===== src/rtl/ps2_rx_pkg.sv =====
package ps2_rx_pkg;
  typedef enum logic {REG_CTRL = 1'b0, REG_DATA = 1'b1} reg_addr_e;
  localparam int CTRL_EN_BIT   = 0;
  localparam int CTRL_FLAG_BIT = 1;
  localparam int CTRL_HOLD_BIT = 2;
  localparam int SYNC_STAGES   = 2;
endpackage


===== src/rtl/ps2_clk_filter.sv =====
module ps2_clk_filter #(
  parameter int FILT_LEN = 3
) (
  input  logic clk,
  input  logic rst,
  input  logic pin_i,
  output logic fall_o
);
  import ps2_rx_pkg::*;

  logic [SYNC_STAGES-1:0] sync_q;
  logic [FILT_LEN-1:0]    win_q;
  logic                   level_q;
  logic                   fall_q;

  always_ff @(posedge clk) begin
    if (rst) begin
      sync_q  <= '1;
      win_q   <= '1;
      level_q <= 1'b1;
      fall_q  <= 1'b0;
    end else begin
      sync_q <= {sync_q[SYNC_STAGES-2:0], pin_i};
      win_q  <= {win_q[FILT_LEN-2:0], sync_q[SYNC_STAGES-1]};
      fall_q <= 1'b0;
      if (&win_q) begin
        level_q <= 1'b1;
      end else if (~|win_q) begin
        level_q <= 1'b0;
        fall_q  <= level_q;
      end
    end
  end

  assign fall_o = fall_q;

  p_fall_single_r11: assert property (@(posedge clk) disable iff (rst)
    fall_q |=> !fall_q);
endmodule


===== src/rtl/ps2_frame_rx.sv =====
module ps2_frame_rx #(
  parameter int DATA_W      = 8,
  parameter int TIMEOUT_CYC = 500000
) (
  input  logic              clk,
  input  logic              rst,
  input  logic              en_i,
  input  logic              fall_i,
  input  logic              data_pin_i,
  output logic              valid_o,
  output logic [DATA_W-1:0] byte_o
);
  import ps2_rx_pkg::*;

  localparam int LAST  = DATA_W + 2;
  localparam int CNT_W = $clog2(LAST + 1);
  localparam int TO_W  = $clog2(TIMEOUT_CYC + 1);

  logic [SYNC_STAGES-1:0] dsync_q;
  logic [CNT_W-1:0]       cnt_q;
  logic [TO_W-1:0]        to_q;
  logic [DATA_W-1:0]      sr_q;
  logic                   par_q;
  logic                   valid_q;
  logic [DATA_W-1:0]      byte_q;
  logic                   dbit;

  assign dbit = dsync_q[SYNC_STAGES-1];

  always_ff @(posedge clk) begin
    if (rst) dsync_q <= '1;
    else     dsync_q <= {dsync_q[SYNC_STAGES-2:0], data_pin_i};
  end

  always_ff @(posedge clk) begin
    if (rst || !en_i) begin
      cnt_q   <= '0;
      to_q    <= '0;
      valid_q <= 1'b0;
    end else begin
      valid_q <= 1'b0;
      if (fall_i) begin
        to_q <= '0;
        if (cnt_q == '0) begin
          if (!dbit) cnt_q <= CNT_W'(1);
        end else if (cnt_q <= CNT_W'(DATA_W)) begin
          sr_q  <= {dbit, sr_q[DATA_W-1:1]};
          cnt_q <= cnt_q + 1'b1;
        end else if (cnt_q == CNT_W'(DATA_W + 1)) begin
          par_q <= dbit;
          cnt_q <= cnt_q + 1'b1;
        end else begin
          if (dbit && ((^sr_q) ^ par_q)) begin
            valid_q <= 1'b1;
            byte_q  <= sr_q;
          end
          cnt_q <= '0;
        end
      end else if (cnt_q != '0) begin
        if (to_q == TO_W'(TIMEOUT_CYC - 1)) begin
          cnt_q <= '0;
          to_q  <= '0;
        end else begin
          to_q <= to_q + 1'b1;
        end
      end
    end
  end

  assign valid_o = valid_q;
  assign byte_o  = byte_q;

  p_cnt_range_r10: assert property (@(posedge clk) disable iff (rst)
    cnt_q <= CNT_W'(LAST));
  p_timeout_idle_r10: assert property (@(posedge clk) disable iff (rst)
    (en_i && !fall_i && cnt_q != '0 && to_q == TO_W'(TIMEOUT_CYC - 1)) |=> cnt_q == '0);
  p_disabled_idle_r2: assert property (@(posedge clk) disable iff (rst)
    !en_i |=> (cnt_q == '0 && !valid_q));
endmodule


===== src/rtl/ps2_byte_fifo.sv =====
module ps2_byte_fifo #(
  parameter int DATA_W = 8,
  parameter int DEPTH  = 2
) (
  input  logic              clk,
  input  logic              rst,
  input  logic              push_i,
  input  logic [DATA_W-1:0] push_data_i,
  input  logic              pop_i,
  output logic [DATA_W-1:0] head_o,
  output logic              empty_o,
  output logic              full_o
);
  localparam int PTR_W = (DEPTH > 1) ? $clog2(DEPTH) : 1;
  localparam int CNT_W = $clog2(DEPTH + 1);

  logic [DATA_W-1:0] mem [DEPTH];
  logic [PTR_W-1:0]  wr_ptr_q, rd_ptr_q;
  logic [CNT_W-1:0]  count_q;
  logic              do_push, do_pop;

  assign empty_o = (count_q == '0);
  assign full_o  = (count_q == CNT_W'(DEPTH));
  assign do_push = push_i && !full_o;
  assign do_pop  = pop_i && !empty_o;
  assign head_o  = mem[rd_ptr_q];

  function automatic logic [PTR_W-1:0] nxt(input logic [PTR_W-1:0] p);
    return (p == PTR_W'(DEPTH - 1)) ? '0 : p + 1'b1;
  endfunction

  always_ff @(posedge clk) begin
    if (do_push) mem[wr_ptr_q] <= push_data_i;
  end

  always_ff @(posedge clk) begin
    if (rst) begin
      wr_ptr_q <= '0;
      rd_ptr_q <= '0;
      count_q  <= '0;
    end else begin
      if (do_push) wr_ptr_q <= nxt(wr_ptr_q);
      if (do_pop)  rd_ptr_q <= nxt(rd_ptr_q);
      case ({do_push, do_pop})
        2'b10:   count_q <= count_q + 1'b1;
        2'b01:   count_q <= count_q - 1'b1;
        default: count_q <= count_q;
      endcase
    end
  end

  p_no_overflow_r7: assert property (@(posedge clk) disable iff (rst)
    count_q <= CNT_W'(DEPTH));
  p_full_push_drop_r7: assert property (@(posedge clk) disable iff (rst)
    (full_o && !pop_i) |=> full_o);
  p_pop_frees_r6: assert property (@(posedge clk) disable iff (rst)
    (pop_i && !empty_o && !push_i) |=> !full_o);
endmodule


===== src/rtl/ps2_host_rx.sv =====
module ps2_host_rx #(
  parameter int DATA_W      = 8,
  parameter int FIFO_DEPTH  = 2,
  parameter int FILT_LEN    = 3,
  parameter int TIMEOUT_CYC = 500000
) (
  input  logic              clk,
  input  logic              rst,
  input  logic              bus_wr_i,
  input  logic              bus_rd_i,
  input  logic              bus_addr_i,
  input  logic [1:0]        bus_wdata_i,
  output logic [DATA_W-1:0] bus_rdata_o,
  input  logic              ps2_clk_i,
  input  logic              ps2_data_i,
  output logic              ps2_clk_hold_o,
  output logic              rx_flag_o
);
  import ps2_rx_pkg::*;

  logic              en_q, flag_q, hold_q;
  logic [DATA_W-1:0] rdata_q;
  logic              fall;
  logic              fr_valid;
  logic [DATA_W-1:0] fr_byte;
  logic [DATA_W-1:0] head;
  logic              empty, full;
  logic              store, pop, ctrl_wr;

  ps2_clk_filter #(.FILT_LEN(FILT_LEN)) u_filt (
    .clk(clk), .rst(rst), .pin_i(ps2_clk_i), .fall_o(fall));

  ps2_frame_rx #(.DATA_W(DATA_W), .TIMEOUT_CYC(TIMEOUT_CYC)) u_frame (
    .clk(clk), .rst(rst), .en_i(en_q), .fall_i(fall),
    .data_pin_i(ps2_data_i), .valid_o(fr_valid), .byte_o(fr_byte));

  assign store   = fr_valid && !full;
  assign pop     = bus_rd_i && (bus_addr_i == REG_DATA);
  assign ctrl_wr = bus_wr_i && (bus_addr_i == REG_CTRL);

  ps2_byte_fifo #(.DATA_W(DATA_W), .DEPTH(FIFO_DEPTH)) u_fifo (
    .clk(clk), .rst(rst), .push_i(store), .push_data_i(fr_byte),
    .pop_i(pop), .head_o(head), .empty_o(empty), .full_o(full));

  always_ff @(posedge clk) begin
    if (rst) begin
      en_q    <= 1'b0;
      flag_q  <= 1'b0;
      hold_q  <= 1'b0;
      rdata_q <= '0;
    end else begin
      if (ctrl_wr) en_q <= bus_wdata_i[CTRL_EN_BIT];
      if (store)
        flag_q <= 1'b1;
      else if (ctrl_wr && bus_wdata_i[CTRL_FLAG_BIT])
        flag_q <= 1'b0;
      hold_q <= en_q && full;
      if (bus_rd_i) begin
        if (bus_addr_i == REG_DATA) begin
          rdata_q <= empty ? '0 : head;
        end else begin
          rdata_q <= '0;
          rdata_q[CTRL_EN_BIT]   <= en_q;
          rdata_q[CTRL_FLAG_BIT] <= flag_q;
          rdata_q[CTRL_HOLD_BIT] <= hold_q;
        end
      end
    end
  end

  assign bus_rdata_o    = rdata_q;
  assign ps2_clk_hold_o = hold_q;
  assign rx_flag_o      = flag_q;

  p_hold_when_full_r7: assert property (@(posedge clk) disable iff (rst)
    (en_q && full) |=> ps2_clk_hold_o);
  p_release_r8: assert property (@(posedge clk) disable iff (rst)
    !full |=> !ps2_clk_hold_o);
  p_no_hold_disabled_r2: assert property (@(posedge clk) disable iff (rst)
    !en_q |=> !ps2_clk_hold_o);
  p_flag_set_r3: assert property (@(posedge clk) disable iff (rst)
    store |=> rx_flag_o);
  p_flag_clear_r9: assert property (@(posedge clk) disable iff (rst)
    (ctrl_wr && bus_wdata_i[CTRL_FLAG_BIT] && !store) |=> !rx_flag_o);
  p_flag_keep_r9: assert property (@(posedge clk) disable iff (rst)
    (rx_flag_o && !(ctrl_wr && bus_wdata_i[CTRL_FLAG_BIT])) |=> rx_flag_o);
endmodule


===== config.mk =====
export PLATFORM = sky130hd
export DESIGN_NAME = ps2_host_rx
export DESIGN_NICKNAME = d
export VERILOG_FILES = /design/src/rtl/ps2_rx_pkg.sv /design/src/rtl/ps2_clk_filter.sv /design/src/rtl/ps2_frame_rx.sv /design/src/rtl/ps2_byte_fifo.sv /design/src/rtl/ps2_host_rx.sv
export SDC_FILE = /design/constraint.sdc
export NUM_CORES = 1
export LEC_CHECK = 0
export BUFFER_PORTS_ARGS = -buffer_cell sky130_fd_sc_hd__buf_4
export CAP_MARGIN = 20
export CORE_ASPECT_RATIO = 0.75
export CORE_MARGIN = 5
export CORE_UTILIZATION = 35
export DETAILED_ROUTE_END_ITERATION = 16
export PLACE_DENSITY_LB_ADDON = 0.15
export SLEW_MARGIN = 20
export SYNTH_ARGS = -nofsm -noshare
export SYNTH_HDL_FRONTEND = slang
export SYNTH_SLANG_ARGS = --single-unit
export TNS_END_PERCENT = 100

===== constraint.sdc =====
create_clock -name clk -period 5.4 [get_ports clk]
set_clock_uncertainty 0.05 [all_clocks]
set_input_delay 0.27 -clock clk [delete_from_list [all_inputs] [get_ports clk]]
set_output_delay 0.27 -clock clk [all_outputs]
set_load 0.05 [all_outputs]

==> results of run 1 <==
final timing paths:
kind              cells past startpoint                      endpoint  slack, ns
setup reg to reg                      6  u_frame.to_q[2]$_SDFFE_PP0P_       3.01
hold reg to reg                       1   u_filt.sync_q[1]$_SDFF_PP1_       0.37
hold / removal                        2   u_filt.sync_q[0]$_SDFF_PP1_       0.08
setup / recovery                      6  u_frame.to_q[2]$_SDFFE_PP0P_       3.01
Yosys cell counts, drive strengths merged, types with 5 or more instances:
cell type,instances,area [µm²]
a21oi,20,100
and3,5,31.3
clkbuf,6,22.5
dfxtp,49,981
edfxtp,33,991
ha,5,62.6
inv,11,41.3
mux2i,7,70.1
nand2,12,45.0
nand3,10,50.1
nand4,7,43.8
nor2,37,139
o21ai,10,50.1
o31ai,5,37.5
or2,7,43.8
or3,5,31.3
xnor2,9,78.8
xor2,10,87.6
final cells by class:
cell class	instances	share of cell area [%]
sequential	82	52.1
multi-input combinational	189	32.2
clock buffer	11	6.14
tap	128	4.23
timing repair buffer	18	3.57
inverter	12	1.19
clock inverter	4	0.562
cells by family after synthesis:
kind of cell               Yosys count
DFF                                 82
muxes                               10
AOI/OAI and AO/OA                   48
buffers and inverters               21
adders and majority gates            5
and+or+nand+nor                    106
xor gates and xnor gates            20
state kept, by name, summed over array words and instances (netlist names), 2 cells and up, named ones only:
| signal | count |
|---|---|
| bus_rdata_o | 8 |
| u_frame.to_q | 19 |
| u_fifo.mem | 16 |
| u_frame.byte_o | 8 |
| u_filt.sync_q | 2 |
| u_fifo.count_q | 2 |
| u_frame.cnt_q | 4 |
| u_frame.dsync_q | 2 |
| u_frame.sr_q | 8 |
| u_filt.win_q | 3 |
metal layers:
| layer | share of wire, % | vias to the layer above | global-route usage (%) |
|---|---|---|---|
| li1 | - | 1096 | - |
| met1 | 56 | 987 | 16.9 |
| met2 | 38 | 31 | 14.4 |
| met3 | 4.4 | 7 | 4.76 |
| met4 | 1.1 | 0 | 3.08 |
| met5 | 0 | - | 0 |
critical path, cell delays in order, from the launching register on:
cell,delay [ns]
dfxtp_1,0.41
inv_1,0.07
ha_1,0.24
nor3b_2,0.20
or4_1,0.65
o211ai_4,0.53
nor2_1,0.10
where the power goes:
| group | switching [µW] | internal (µW) |
|---|---|---|
| Sequential | 1.53 | 641 |
| Clock | 228 | 307 |
| Combinational | 8.50 | 6.82 |
| Total | 238 | 955 |
stage by stage:
| stage | hold slack [ns] | setup WS [ns] |
|---|---|---|
| after floorplan | 0.324 | 3.26 |
| after global placement | 0.355 | 3.04 |
| after detailed placement | 0.351 | 2.99 |
| after CTS | 0.0653 | 2.98 |
| after global routing | 0.0685 | 2.84 |
| final | 0.0785 | 3.01 |
==> results.json, run 1 <==
{
  "status": "complete, no violations",
  "mostFrequentLayoutCell": "dfxtp_1",
  "core_mm2": 0.00908,
  "leakage_uw": 0.00126,
  "ys_types": 44,
  "vias_per_cell": 4.78,
  "synth_top_family_by_area": "simple AND/OR/NAND/NOR gates",
  "clkSinkCount": 82,
  "tns_ns": 0,
  "slew_headroom_pct": 53.3,
  "drive_gt1_share_pct": 13.9,
  "synth_warnings": 0,
  "worst_slew_pin_slew_ns": 0.698,
  "antenna_left": 0,
  "synth_top_flop_cell": "dfxtp_1",
  "nets": 326,
  "areaGrowthSynthToFinish_pct": 15.4,
  "critPathKind": "register to register",
  "grt_pass1_vias": 1939,
  "setup-violations-final": 0,
  "post-route-min-period_ns": 2.39,
  "clock_path_buffers": 2,
  "async_flop_share_pct": 0,
  "synth_compound_area_share_pct": 9.30,
  "period_share_pct": 44.2,
  "regArea_mm2": 0.00197,
  "yosysSeqAreaShare_pct": 60.1,
  "r2r-start": "u_frame.cnt_q[0]$_SDFFE_PP0P_",
  "synth-edff-count": 33,
  "post-route-drc-count": 0,
  "multi_input_area_mm2": 0.00122,
  "initial_core_util_pct": 36.1,
  "syn_inst": 292,
  "synth_nets": 306,
  "cts_buffers": 9,
  "first_pass_iters": 4,
  "drt_iter0_drc": 109,
  "max_freq_mhz": 419,
  "clkTransAtPathRegs_ns": 0.06,
  "layout.cells.non_filler": 444,
  "rsz0062_at_grt": "false",
  "min_from": "ps2_clk_i",
  "vias": 2121,
  "end_kind": "register",
  "grt_overflow": 0,
  "antenna_found_initial": 0,
  "crit_required_ns": 5.55,
  "cts_root_buffer": "clkbuf_16",
  "die_h_um": 93.9,
  "cts_htree_levels": 3,
  "synth-simple-area-share_pct": 17.1,
  "io_buffers": 18,
  "drt-total-wl_um": 6010,
  "finalMaxSlewViolations": 0,
  "fillers": 880,
  "place_inst": 429,
  "crit_start": "u_frame.cnt_q[0]$_SDFFE_PP0P_",
  "worstPathMaxFanout": 18,
  "peakVddDrop_mv": 0.151,
  "startpoint_type": "register",
  "synth_seq_cells": 82,
  "synth_adder_area_share_pct": 1.91,
  "synth_mux_area_share_pct": 3.16,
  "p_total_uw": 1190,
  "arrival_ns": 2.53,
  "postCtsResizedCells": 0,
  "fp.dieW_um": 122,
  "power.density_mw_per_mm2": 315,
  "syn_avg_cell_area_um2": 11.2,
  "rows": 30,
  "synth-xor-area-share_pct": 5.76,
  "post_cts_buffers": 0,
  "place_congestion": 0.752,
  "hpwl_um": 4030,
  "final_area_mm2": 0.00379,
  "hold_violations": 0,
  "dieArea_mm2": 0.0114,
  "wl_per_cell_um": 13.5,
  "grt_max_degree": 26,
  "clkLatencyLatePin_ns": 0.33,
  "cap_violations": 0,
  "grt_usage_pct": 11.2,
  "utilization_pct": 41.7,
  "diodes": 0,
  "syn-cell-area_mm2": 0.00328,
  "mostFrequentLayoutCells": "49 x dfxtp_1, 37 x nor2_1, 33 x edfxtp_1",
  "io_pins": 19,
  "grt_pass1_wl_um": 9880,
  "ctsHoldBuffers": 0,
  "hold_path_class": "input pin to register",
  "cts_tree": "done",
  "dpl-instance-area_mm2": 0.00353
}
No activity file was read; power rests on OpenSTA's default activity.
==> run 2, diff against run 1 <==
- clock period: 5.4 -> 2.2 ns (I/O delays scaled with it)
==> results.json, run 2 (synthesized netlist as in run 1, its figures left out) <==
{
  "status": "complete, no violations",
  "power_frac_seq_pct": 51.7,
  "setup-violations-final": 0,
  "max_freq_mhz": 482,
  "mostFrequentLayoutCell": "dfxtp_1",
  "cp_slowest_cell": "or4_1",
  "vias": 2210,
  "clock_path_buffers": 2,
  "post-place-ws_ns": 0.0245,
  "clkSinkCount": 82,
  "peakVddDrop_mv": 0.339,
  "grt_pass1_wl_um": 10400,
  "grt_usage_pct": 11.7,
  "areaGrowthSynthToFinish_pct": 20.1,
  "cp_cell_sequence": "inv_1, ha_1, buf_4, or3b_2, buf_4, nand2_1, or4_1, a21oi_1",
  "crit_family": "simple AND/OR/NAND/NOR gates",
  "hold_path_class": "input pin to register",
  "cts_htree_levels": 3,
  "largest_reg_flops": 19,
  "min_delay_path_depth": 2,
  "comb_power_share_pct": 1.5,
  "pwr-share-clk_pct": 46.8,
  "p_total_uw": 3050,
  "swShare_pct": 19.0,
  "internal_power_uw": 2470,
  "nets": 339,
  "largest_register": "u_frame.to_q",
  "clkLatencyLatePin_ns": 0.33,
  "io_buffers": 18,
  "period_share_pct": 94.3,
  "post-route-drc-count": 0,
  "drive_gt1_share_pct": 16.7,
  "antenna_found_initial": 0,
  "ff2ff_setup_slack_ns": 0.13,
  "layout_setup_ws_ns": 0.125,
  "critPathKind": "register to register",
  "worstPathMaxFanout": 12,
  "tns_ns": 0,
  "cts_root_buffer": "clkbuf_16",
  "cp_common_cell": "buf_4",
  "fp.dieW_um": 122,
  "post-route-min-period_ns": 2.07,
  "diodes": 0,
  "first_pass_iters": 4,
  "startpoint_type": "register",
  "antenna_left": 0,
  "reg2reg_depth": 8,
  "worst_slew_pin_slew_ns": 0.465,
  "rsz0062_at_grt": "false",
  "grt_pass1_vias": 2047,
  "post_cts_buffers": 0,
  "rows": 30,
  "reg2reg_to": "u_frame.to_q[17]$_SDFFE_PP0P_",
  "initial_core_util_pct": 36.1,
  "dieArea_mm2": 0.0114,
  "crit_required_ns": 2.41,
  "hold_ws_ns": 0.0729,
  "io_pins": 19,
  "arrival_ns": 2.28,
  "grt_overflow": 0,
  "core_mm2": 0.00908,
  "power.density_mw_per_mm2": 774,
  "hpwl_um": 4240,
  "hold_end": "bus_rdata_o[1]$_SDFFE_PP0P_",
  "clkTransAtPathRegs_ns": 0.06,
  "cts_buffers": 9,
  "r2r-start": "u_frame.cnt_q[1]$_SDFFE_PP0P_",
  "vias_per_cell": 4.84,
  "wl_per_cell_um": 13.5,
  "drt_iter0_drc": 168,
  "slew_headroom_pct": 68.8,
  "utilization_pct": 43.4,
  "finalMaxSlewViolations": 0,
  "die_h_um": 93.9,
  "top_regs": "u_frame.to_q x19, u_fifo.mem x16",
  "p_switching_uw": 579,
  "drt-total-wl_um": 6150,
  "leakage_uw": 0.00134,
  "cpPeakStageDelay_ns": 0.49,
  "crit_buf_inv": 3,
  "cp.depth": 8,
  "cap_violations": 0,
  "grt_max_degree": 26,
  "hold_violations": 0,
  "place_congestion": 0.783,
  "mostFrequentLayoutCells": "49 x dfxtp_1, 37 x nor2_1, 33 x edfxtp_1",
  "cts_tree": "done",
  "min_from": "rst",
  "end_kind": "register"
}
## run 2: stage by stage
| stage | area (µm²) | std cells |
|---|---|---|
| global route | 3940 | 457 |
| global placement | 3620 | 439 |
| floorplan | 3280 | 292 |
| finish | 3940 | 457 |
| detailed placement | 3620 | 439 |
| CTS | 3930 | 457 |
## run 2: area by class of cell
cell class                      instances  area, µm²
Clock buffer                           12        236
Clock inverter                          3       43.8
Fill cell                             891       5140
Inverter                               12       45.0
Multi-Input combinational cell        189       1230
Sequential cell                        82       1970
Tap cell                              128        160
Timing Repair Buffer                   31        253
## run 2: routing by layer
metal  vias up  wire [µm]  global-route usage, %
met2        51       2390                   15.4
met5         -          0                      0
li1       1120          -                      -
met1      1029       3330                   17.4
met4         0         97                   4.76
met3        10        331                   3.67
## run 2: timing repair
item	4_1_cts	5_1_grt
hold endpoints to repair	3	0
setup endpoints to repair	0	22
resized for setup	0	2
hold buffers	3	0
## run 2: worst max-delay path by stage
stage	slack, ns	endpoint	startpoint
floorplan	0.06	u_frame.to_q[17]$_SDFFE_PP0P_	u_frame.cnt_q[0]$_SDFFE_PP0P_
global placement	0.11	u_frame.cnt_q[2]$_SDFFE_PP0P_	u_frame.cnt_q[1]$_SDFFE_PP0P_
detailed placement	0.02	u_frame.cnt_q[2]$_SDFFE_PP0P_	u_frame.cnt_q[1]$_SDFFE_PP0P_
CTS	0.01	u_frame.cnt_q[0]$_SDFFE_PP0P_	u_frame.cnt_q[1]$_SDFFE_PP0P_
global route	0.01	u_frame.to_q[17]$_SDFFE_PP0P_	u_frame.cnt_q[1]$_SDFFE_PP0P_
finish	0.13	u_frame.to_q[17]$_SDFFE_PP0P_	u_frame.cnt_q[1]$_SDFFE_PP0P_
## run 2: power by group through the flow
stage / clock [µW] / combinational [µW] / sequential (µW)
final: 1430 / 45.2 / 1580
after global routing: 1530 / 50.1 / 1580
after CTS: 1470 / 45.5 / 1580
after detailed placement: 0 / 40.9 / 1610
after global placement: 0 / 41.1 / 1610
after floorplan: 0 / 19.6 / 1610
==> run 3, diff against run 2 <==
- clock period: 2.2 -> 2.7 ns (I/O delays scaled with it)
==> results.json, run 3 (synthesized netlist as in run 1, its figures left out) <==
{
  "comb_power_share_pct": 1.3,
  "tns_ns": 0,
  "worst_slew_pin_slew_ns": 0.656,
  "fillers": 883,
  "io_pins": 19,
  "end_kind": "register",
  "cts_buffers": 9,
  "slew_headroom_pct": 56.1,
  "grtUsageMet3_pct": 3.43,
  "cpPeakStageDelay_ns": 0.66,
  "initial_core_util_pct": 36.1,
  "hold_end": "rx_flag_o$_SDFFE_PP0P_",
  "crit_start": "u_frame.cnt_q[0]$_SDFFE_PP0P_",
  "drive_gt1_share_pct": 14.6,
  "r2r-start": "u_frame.cnt_q[0]$_SDFFE_PP0P_",
  "clock_path_buffers": 2,
  "ff2ff_setup_slack_ns": 0.29,
  "rows": 30,
  "antenna_found_initial": 0,
  "rsz0062_at_grt": "false",
  "clkSinkCount": 82,
  "post-route-drc-count": 0,
  "leakage_uw": 0.00130,
  "peakVddDrop_mv": 0.308,
  "antenna_left": 0,
  "reg2reg_to": "u_frame.to_q[3]$_SDFFE_PP0P_",
  "clkTransAtPathRegs_ns": 0.06,
  "grt_pass1_vias": 1992,
  "critPathKind": "register to register",
  "top_usage_layer": "met1",
  "largest_reg_flops": 19,
  "power.density_mw_per_mm2": 670,
  "grt_use_met2_pct": 14.7,
  "clkLatencyLatePin_ns": 0.33,
  "io_buffers": 18,
  "fp.dieW_um": 122,
  "cp_slowest_cell": "or4_1",
  "crit_buf_inv": 1,
  "startpoint_type": "register",
  "p_switching_uw": 499,
  "reg2reg_depth": 6,
  "die_h_um": 93.9,
  "max_freq_mhz": 415,
  "grt_pass1_wl_um": 9960,
  "pwr-share-clk_pct": 49.4,
  "worstPathMaxFanout": 18,
  "hpwl_um": 4040,
  "areaGrowthSynthToFinish_pct": 18.5,
  "dpl-instance-area_mm2": 0.00354,
  "period_share_pct": 89.2,
  "setup-violations-final": 0,
  "vias": 2097,
  "core_mm2": 0.00908,
  "post-route-min-period_ns": 2.41,
  "swShare_pct": 19.1,
  "cp_cell_sequence": "inv_1, ha_1, nor3b_2, or4_1, o211ai_4, nor2_1",
  "cts_tree": "done",
  "hold_path_class": "input pin to register",
  "dieArea_mm2": 0.0114,
  "hold_violations": 0,
  "cap_violations": 0,
  "grt_usage_pct": 11.2,
  "min_delay_path_depth": 2,
  "first_pass_iters": 4,
  "power_frac_seq_pct": 49.3,
  "gr-usage-met1_pct": 16.9,
  "grt_max_degree": 26,
  "cts_root_buffer": "clkbuf_16",
  "place_congestion": 0.765,
  "vias_per_cell": 4.67,
  "mostFrequentLayoutCell": "dfxtp_1",
  "drt-total-wl_um": 5910,
  "arrival_ns": 2.56,
  "largest_register": "u_frame.to_q",
  "drt_iter0_drc": 148,
  "grt_overflow": 0,
  "status": "complete, no violations",
  "mostFrequentLayoutCells": "49 x dfxtp_1, 37 x nor2_1, 33 x edfxtp_1",
  "top_regs": "u_frame.to_q x19, u_fifo.mem x16",
  "final_area_mm2": 0.00389,
  "diodes": 0,
  "nets": 330,
  "crit_family": "simple AND/OR/NAND/NOR gates",
  "wl_per_cell_um": 13.2,
  "finalMaxSlewViolations": 0,
  "min_from": "rst",
  "internal_power_uw": 2110,
  "crit_required_ns": 2.85,
  "cts_htree_levels": 3
}
[run 3: changes by cell type in the layout (fill, tap and decap cells not counted)]
cell	delta
buf_12	-1
clkinvlp_4	+1
o22ai_2	-1
clkinv_1	+1
bufinv_16	+1
clkbuf_1	-3
o22ai_1	+1
or4_1	+1
clkinv_4	+1
or4_4	-1
buf_4	-8
[run 3: through the flow]
| stage | cells | setup WS (ns) | total power, µW | utilization [%] | hold slack (ns) |
|---|---|---|---|---|---|
| after floorplan | 292 | 0.563 | 1330 | - | 0.189 |
| after global placement | 430 | 0.336 | 1340 | 39.0 | 0.276 |
| after detailed placement | 430 | 0.284 | 1340 | 39.0 | 0.278 |
| after CTS | 449 | 0.283 | 2650 | 42.8 | 0.0852 |
| after global routing | 449 | 0.0898 | 2700 | 42.8 | 0.105 |
| final | 449 | 0.293 | 2610 | 42.8 | 0.0892 |
[run 3: power by group through the flow]
stage                     combinational [µW]  sequential (µW)  clock, µW
final                                   33.6             1290       1290
after global routing                    38.1             1280       1380
after CTS                               34.4             1290       1330
after detailed placement                30.7             1310          0
after global placement                  30.8             1310          0
after floorplan                         16.0             1310          0
[run 3: worst max-delay path by stage]
stage / end / depth (start not counted)
2_1_floorplan: u_frame.to_q[17]$_SDFFE_PP0P_ / 8
3_3_place_gp: u_frame.to_q[0]$_SDFFE_PP0P_ / 6
3_5_place_dp: u_frame.to_q[7]$_SDFFE_PP0P_ / 6
4_1_cts: u_frame.to_q[9]$_SDFFE_PP0P_ / 6
5_1_grt: u_frame.to_q[6]$_SDFFE_PP0P_ / 6
6_report: u_frame.to_q[3]$_SDFFE_PP0P_ / 6
[run 3: final cells by class]
class | instances | area [µm²] | area share, %
tap | 128 | 160 | 4.12
clock inverter | 7 | 93.8 | 2.41
timing repair buffer | 22 | 173 | 4.44
clock buffer | 9 | 225 | 5.79
sequential | 82 | 1970 | 50.7
multi-input combinational | 189 | 1220 | 31.4
inverter | 12 | 45.0 | 1.16
[run 3: routing by layer]
metal  up-vias  part of all wire, %
met2        26                   37
met4         0                  1.3
li1       1101                    -
met5         -                    0
met1       960                   58
met3        10                  3.9
[run 3: timing repair]
action | CTS | global route
endpoints found under the hold margin | 3 | 0
hold buffers | 3 | 0
buffers inserted | 0 | 0
setup endpoints to repair | 0 | 0
gates resized for setup | 0 | 0
